===== src/rtl/sinc5_pkg.sv =====
package sinc5_pkg;

    localparam int SINC_ORDER  = 5;
    localparam int DECIM_RATIO = 64;
    localparam int CLK_DIV     = 6;
    localparam int RESULT_W    = 24;

    // Kind of restart that starts a settling count
    typedef enum logic {
        RESTART_SYNC,
        RESTART_ASYNC
    } restart_e;

    // Events seen by the settling tracker
    typedef struct packed {
        logic conv_tick;
        logic rearm;
    } settle_evt_t;

    // Words needed before output is free of old history
    function automatic int settle_target(input int order, input restart_e kind);
        return (kind == RESTART_ASYNC) ? order + 1 : order;
    endfunction

endpackage


===== src/rtl/sinc5_clk_div.sv =====
module sinc5_clk_div #(
    parameter int DIV = 6
) (
    input  logic clk,
    input  logic rst,
    output logic mod_en
);
    generate
        if (DIV <= 1) begin : g_passthru
            assign mod_en = 1'b1;
        end else begin : g_count
            localparam int CW = $clog2(DIV);
            localparam logic [CW-1:0] LAST = CW'(DIV - 1);
            logic [CW-1:0] cnt;

            always_ff @(posedge clk) begin
                if (rst)              cnt <= '0;
                else if (cnt == LAST) cnt <= '0;
                else                  cnt <= cnt + 1'b1;
            end

            assign mod_en = (cnt == LAST);

            // enables are isolated single cycles
            assert_en_spacing_R1: assert property (@(posedge clk) disable iff (rst)
                mod_en |=> !mod_en);
        end
    endgenerate
endmodule


===== src/rtl/sinc5_integrators.sv =====
module sinc5_integrators #(
    parameter int ORDER = 5,
    parameter int DECIM = 64,
    parameter int ACC_W = 32
) (
    input  logic                    clk,
    input  logic                    rst,
    input  logic                    mod_en,
    input  logic                    mod_bit,
    output logic                    dec_tick,
    output logic signed [ACC_W-1:0] dec_sample
);
    localparam int CNT_W = $clog2(DECIM);
    localparam logic [CNT_W-1:0] LAST_PHASE = CNT_W'(DECIM - 1);

    logic signed [ACC_W-1:0] integ     [ORDER];
    logic signed [ACC_W-1:0] integ_nxt [ORDER];
    logic signed [ACC_W-1:0] step_in;
    logic [CNT_W-1:0]        phase;

    // +1 for a one, -1 (all ones) for a zero
    assign step_in = {{(ACC_W-1){~mod_bit}}, 1'b1};

    always_comb begin
        integ_nxt[0] = integ[0] + step_in;
        for (int k = 1; k < ORDER; k++)
            integ_nxt[k] = integ[k] + integ_nxt[k-1];
    end

    always_ff @(posedge clk) begin
        if (rst) begin
            for (int k = 0; k < ORDER; k++) integ[k] <= '0;
        end else if (mod_en) begin
            for (int k = 0; k < ORDER; k++) integ[k] <= integ_nxt[k];
        end
    end

    always_ff @(posedge clk) begin
        if (rst) begin
            phase      <= '0;
            dec_tick   <= 1'b0;
            dec_sample <= '0;
        end else begin
            dec_tick <= mod_en && (phase == LAST_PHASE);
            if (mod_en) begin
                phase <= (phase == LAST_PHASE) ? '0 : phase + 1'b1;
                if (phase == LAST_PHASE)
                    dec_sample <= integ_nxt[ORDER-1];
            end
        end
    end

    // a decimated sample always follows a modulator enable
    assert_tick_after_en_R1: assert property (@(posedge clk) disable iff (rst)
        dec_tick |-> $past(mod_en));
endmodule


===== src/rtl/sinc5_combs.sv =====
module sinc5_combs #(
    parameter int ORDER     = 5,
    parameter int ACC_W     = 32,
    parameter int OUT_W     = 24,
    parameter int OUT_SHIFT = 8
) (
    input  logic                    clk,
    input  logic                    rst,
    input  logic                    dec_tick,
    input  logic signed [ACC_W-1:0] dec_sample,
    output logic        [OUT_W-1:0] result,
    output logic                    result_valid
);
    localparam int FULL_SCALE = 2 ** (OUT_W - 2);

    logic signed [ACC_W-1:0] hist [ORDER];
    logic signed [ACC_W-1:0] diff [ORDER];

    always_comb begin
        diff[0] = dec_sample - hist[0];
        for (int k = 1; k < ORDER; k++)
            diff[k] = diff[k-1] - hist[k];
    end

    always_ff @(posedge clk) begin
        if (rst) begin
            for (int k = 0; k < ORDER; k++) hist[k] <= '0;
            result       <= '0;
            result_valid <= 1'b0;
        end else begin
            result_valid <= dec_tick;
            if (dec_tick) begin
                hist[0] <= dec_sample;
                for (int k = 1; k < ORDER; k++) hist[k] <= diff[k-1];
                result <= OUT_W'(diff[ORDER-1] >>> OUT_SHIFT);
            end
        end
    end

    // strobe lasts one cycle
    assert_strobe_single_R5: assert property (@(posedge clk) disable iff (rst)
        result_valid |=> !result_valid);

    // word holds between strobes
    assert_word_hold_R5: assert property (@(posedge clk) disable iff (rst)
        !result_valid |-> $stable(result));

    // unity gain bounds every word
    assert_word_range_R3: assert property (@(posedge clk) disable iff (rst)
        result_valid |-> ($signed(result) <= FULL_SCALE && $signed(result) >= -FULL_SCALE));
endmodule


===== src/rtl/sinc5_settle.sv =====
module sinc5_settle
    import sinc5_pkg::*;
#(
    parameter int ORDER = 5
) (
    input  logic        clk,
    input  logic        rst,
    input  settle_evt_t evt,
    output logic        settled
);
    localparam int SYNC_N  = settle_target(ORDER, RESTART_SYNC);
    localparam int ASYNC_N = settle_target(ORDER, RESTART_ASYNC);
    localparam int CW      = $clog2(ASYNC_N + 1);

    logic [CW-1:0] left;

    always_ff @(posedge clk) begin
        if (rst)                                 left <= CW'(SYNC_N);
        else if (evt.rearm)                      left <= CW'(ASYNC_N);
        else if (evt.conv_tick && left != '0)    left <= left - 1'b1;
    end

    assign settled = (left == '0);

    // rearm clears the flag on the next edge
    assert_rearm_drop_R7: assert property (@(posedge clk) disable iff (rst)
        evt.rearm |=> !settled);

    // the flag only rises on a conversion edge
    assert_rise_on_conv_R6: assert property (@(posedge clk) disable iff (rst)
        $rose(settled) |-> $past(evt.conv_tick));
endmodule


===== src/rtl/sinc5_decimator.sv =====
module sinc5_decimator
    import sinc5_pkg::*;
#(
    parameter int DIV_RATIO = CLK_DIV,
    parameter int DECIM     = DECIM_RATIO,
    parameter int ORDER     = SINC_ORDER,
    parameter int OUT_W     = RESULT_W
) (
    input  logic             clk,
    input  logic             rst,
    input  logic             mod_bit,
    input  logic             rearm,
    output logic [OUT_W-1:0] result,
    output logic             result_valid,
    output logic             settled
);
    localparam int GAIN_SHIFT = ORDER * $clog2(DECIM);
    localparam int ACC_W      = GAIN_SHIFT + 2;
    localparam int OUT_SHIFT  = GAIN_SHIFT - (OUT_W - 2);

    logic                    mod_en;
    logic                    dec_tick;
    logic signed [ACC_W-1:0] dec_sample;
    settle_evt_t             evt;

    sinc5_clk_div #(.DIV(DIV_RATIO)) u_div (
        .clk    (clk),
        .rst    (rst),
        .mod_en (mod_en)
    );

    sinc5_integrators #(.ORDER(ORDER), .DECIM(DECIM), .ACC_W(ACC_W)) u_integ (
        .clk        (clk),
        .rst        (rst),
        .mod_en     (mod_en),
        .mod_bit    (mod_bit),
        .dec_tick   (dec_tick),
        .dec_sample (dec_sample)
    );

    sinc5_combs #(.ORDER(ORDER), .ACC_W(ACC_W), .OUT_W(OUT_W), .OUT_SHIFT(OUT_SHIFT)) u_comb (
        .clk          (clk),
        .rst          (rst),
        .dec_tick     (dec_tick),
        .dec_sample   (dec_sample),
        .result       (result),
        .result_valid (result_valid)
    );

    assign evt.conv_tick = dec_tick;
    assign evt.rearm     = rearm;

    sinc5_settle #(.ORDER(ORDER)) u_settle (
        .clk     (clk),
        .rst     (rst),
        .evt     (evt),
        .settled (settled)
    );

    // the flag rises together with a word strobe
    assert_settle_with_word_R6: assert property (@(posedge clk) disable iff (rst)
        $rose(settled) |-> result_valid);

    // every word is produced one edge after a decimated sample
    assert_word_follows_tick_R1: assert property (@(posedge clk) disable iff (rst)
        dec_tick |=> result_valid);
endmodule


===== config.mk =====
export PLATFORM = sky130hd
export DESIGN_NAME = sinc5_decimator
export DESIGN_NICKNAME = d
export VERILOG_FILES = /design/src/rtl/sinc5_pkg.sv /design/src/rtl/sinc5_clk_div.sv /design/src/rtl/sinc5_integrators.sv /design/src/rtl/sinc5_combs.sv /design/src/rtl/sinc5_settle.sv /design/src/rtl/sinc5_decimator.sv
export SDC_FILE = /design/constraint.sdc
export NUM_CORES = 1
export LEC_CHECK = 0
export BUFFER_PORTS_ARGS = -buffer_cell sky130_fd_sc_hd__buf_2
export CORE_ASPECT_RATIO = 1.4
export CORE_MARGIN = 2
export CORE_UTILIZATION = 55
export CTS_BUF_LIST = sky130_fd_sc_hd__clkbuf_4
export DETAILED_ROUTE_END_ITERATION = 10
export GPL_TIMING_DRIVEN = 0
export PLACE_DENSITY = 0.71
export SLEW_MARGIN = 10
export SYNTH_ARGS = -nofsm -noshare
export SYNTH_HDL_FRONTEND = slang
export SYNTH_SLANG_ARGS = --single-unit

===== constraint.sdc =====
create_clock -name clk -period 14.6 [get_ports clk]
set_clock_uncertainty 0.2 [all_clocks]
set_input_delay 2.92 -clock clk [delete_from_list [all_inputs] [get_ports clk]]
set_output_delay 2.92 -clock clk [all_outputs]
set_load 0.02 [all_outputs]

==> impl_metrics.tcl <==
set metrics [dict create \
    synth_area_per_cell_um2 9.378 \
    grt_setup_unrepaired "no" \
    dr_wl_met3_um 2312 \
    p_leak_nw 14.25 \
    cp.arrival_ns 13.60 \
    die_x_um 200.0 \
    core_area_um2 53180 \
    clkTransAtPathRegs_ns 0.08 \
    grtUsageTotal_pct 26.25 \
    final.setup.tns_ns 0 \
    cts_tree "built" \
    final_nets 3627 \
    post-route-drc-count 0 \
    ys_ff_latch 390 \
    cp_common_cell "a21oi_1" \
    yosys_warnings 0 \
    top_layer "met4" \
    endpoint_kind "flop" \
    peakVddDrop_v 0.0001467 \
    grt_pass1_vias 23919 \
    wire_per_inst_um 17.71 \
    start_util_pct 55.62 \
    holdBufCountCts 0 \
    die_h_um 278.4 \
    crit_required_ns 15.02 \
    synth_edf_count 320 \
    synthToLayoutAreaGrowth_pct 8.684 \
    fin_util_pct 60.45 \
    cts_sinks 390 \
    hp-class "flop to flop" \
    ant_nets 0 \
    timing.fmax_ghz 0.07583 \
    pre_cts_ws_ns 0.2782 \
    powerDensity_nw_per_um2 179.9 \
    critical_path_class "input pin to flop" \
    synth_seq_area_share_pct 37.23 \
    portBuffers 29 \
    dr_wl_met2_um 36920 \
    power_w 0.005785 \
    maxCapViolCount 0 \
    dp_hpwl_um 55500 \
    clock_path_buffers 3 \
    cp_max_fo 31 \
    antenna_found_initial 1 \
    ys_types 81 \
    setup_ws_ns 1.412 \
    m1WireLength_um 28340 \
    synth_area_um2 29580 \
    overflow 0 \
    synth-async-reset-ratio_pct 0 \
    period_minus_slack_ns 13.19 \
    drive_gt1_share_pct 7.373 \
    relSlewSlack_pct 23.66 \
    drt-pass1-iter-count 5 \
    cpPeakStageDelay_ns 0.73 \
    post-route-period-util_pct 90.33 \
    die-area_um2 55680 \
    via_per_inst 5.782 \
    syn-num-nets 3490 \
    status "finished, final reports clean" \
    max_slew.worst_pin.slew_ns 1.141 \
    slowest_stage "a2111oi_0" \
    gp_congestion 0.9416 \
    post_cts_buffers 0 \
    drt_iter0_drc 1107 \
    cts_buffers 102 \
    vias 23685 \
    finalSetupViolations 0 \
    ioPinCount 30 \
    syn-instance-count 3154 \
    cts_resized 0 \
    root_buffer "clkbuf_4" \
    slew_violations 0 \
    cp-start-kind "input pin" \
    insertion_delay_ns 0.88 \
    grt_pass1_wl_um 117100 \
    std_cell_rows 100 \
    routed_wl_um 72530 \
    synthFlopType "edfxtp_1" \
    hold_viol_final 0 \
    h-tree-depth 3 \
    n_fill_cell 4666 \
    grt_max_degree 122 \
]
layout by cell type, fill, tap and decap left out, types with 30 or more instances in the layout:
cell      instances
inv_1           269
nor3_1           67
nand2_1         159
a21o_1          139
nor2_1          258
o21ai_0         136
mux2i_1          30
xor2_1           86
clkbuf_1         56
nand2b_1         50
o21a_1           44
and3_1           31
and2_1          260
o21bai_1         40
dfxtp_1          70
xnor2_1         158
edfxtp_1        320
a21oi_1         234
ha_1            323
clkbuf_4        157
nand3_1          51
nor2b_1          34
final cells by class:
class	instances	area (µm²)	share of cell area [%]
well taps	714	893.4	2.779
diodes	5	12.51	0.03892
clock buffers	157	1179	3.666
repair buffers	33	247.7	0.7706
plain buffers	61	229.0	0.7123
clock inverters	33	221.5	0.6889
flip-flops and latches	390	11010	34.25
inverters	271	1025	3.188
multi-input cells	2432	17330	53.91
through the flow:
step / hold slack [ns] / std cells / area (µm²)
floorplan: 0.2215 / 3154 / 29580
global placement: 0.2311 / 3897 / 30620
detailed placement: 0.2433 / 3901 / 30730
CTS: 0.2589 / 4091 / 32130
global route: 0.2785 / 4096 / 32150
finish: 0.2596 / 4096 / 32150
path summary, 6_finish.rpt:
kind / from / end / slack, ns / cells after the start
hold / removal: u_comb.result[6] / u_comb.result[6] / 0.26 / 2
setup / recovery: mod_bit / u_integ.integ[0][158] / 1.41 / 41
hold reg to reg: u_comb.result[6] / u_comb.result[6] / 0.26 / 2
setup reg to reg: u_integ.dec_sample[0] / u_comb.result[23] / 3.54 / 47
where the power goes:
group	internal [W]	switching, W	total [W]
logic	0.00140	0.00210	0.00349
clock network	0.000544	0.000494	0.00104
registers	0.00124	0.0000138	0.00125
total	0.00318	0.00260	0.00578
metal layers:
layer / vias to the layer above / global-route usage (%)
met1: 11292 / 27.99
met5: - / 0
met2: 488 / 47.46
met4: 0 / 17.70
met3: 204 / 3.660
li1: 11701 / -
sequential cells by signal, summed over array words and instances, names as in the netlist:
signal,count
u_comb.hist,160
u_comb.result,24
u_comb.result_valid,1
u_div.g_count.cnt,3
u_integ.dec_sample,32
u_integ.dec_tick,1
u_integ.integ,160
u_integ.phase,6
u_settle.left,3
worst max-delay path: cells and delay by family:
kind            cells  cell delay, ns
compound gates     21            5.74
xor+xnor            5            1.67
fa+ha+maj           5            1.77
buf+inv             3            0.71
simple gates        7            0.74
Yosys cell counts (all sizes together), types with 30 or more instances:
cell type | n | area (µm²)
nor2b | 34 | 212.7
a211oi | 30 | 242.7
nor3 | 67 | 335.3
and2 | 263 | 1649
o21bai | 40 | 300.3
nand3 | 51 | 255.2
mux2i | 30 | 300.3
nand2b | 51 | 319.1
nand2 | 159 | 596.8
xnor2 | 159 | 1400
dfxtp | 70 | 1401
edfxtp | 320 | 9609
nor2 | 258 | 968.4
a21o | 141 | 1061
o21a | 44 | 330.3
ha | 323 | 4041
clkbuf | 56 | 210.2
xor2 | 86 | 753.2
and3 | 31 | 193.9
inv | 271 | 1017
o21ai | 140 | 700.7
a21oi | 234 | 1171
kinds of logic after synthesis:
logic type | count (synthesis) | share of synthesized area (%)
multiplexers | 30 | 1.015
AO/OA/AOI/OAI | 833 | 18.63
adder cells (fa/ha/maj) | 332 | 14.27
XOR/XNOR | 248 | 7.513
AND/OR/NAND/NOR | 989 | 17.14
buffers and inverters | 332 | 4.213
flip-flops | 390 | 37.23
(Power assumes the default switching activity.)
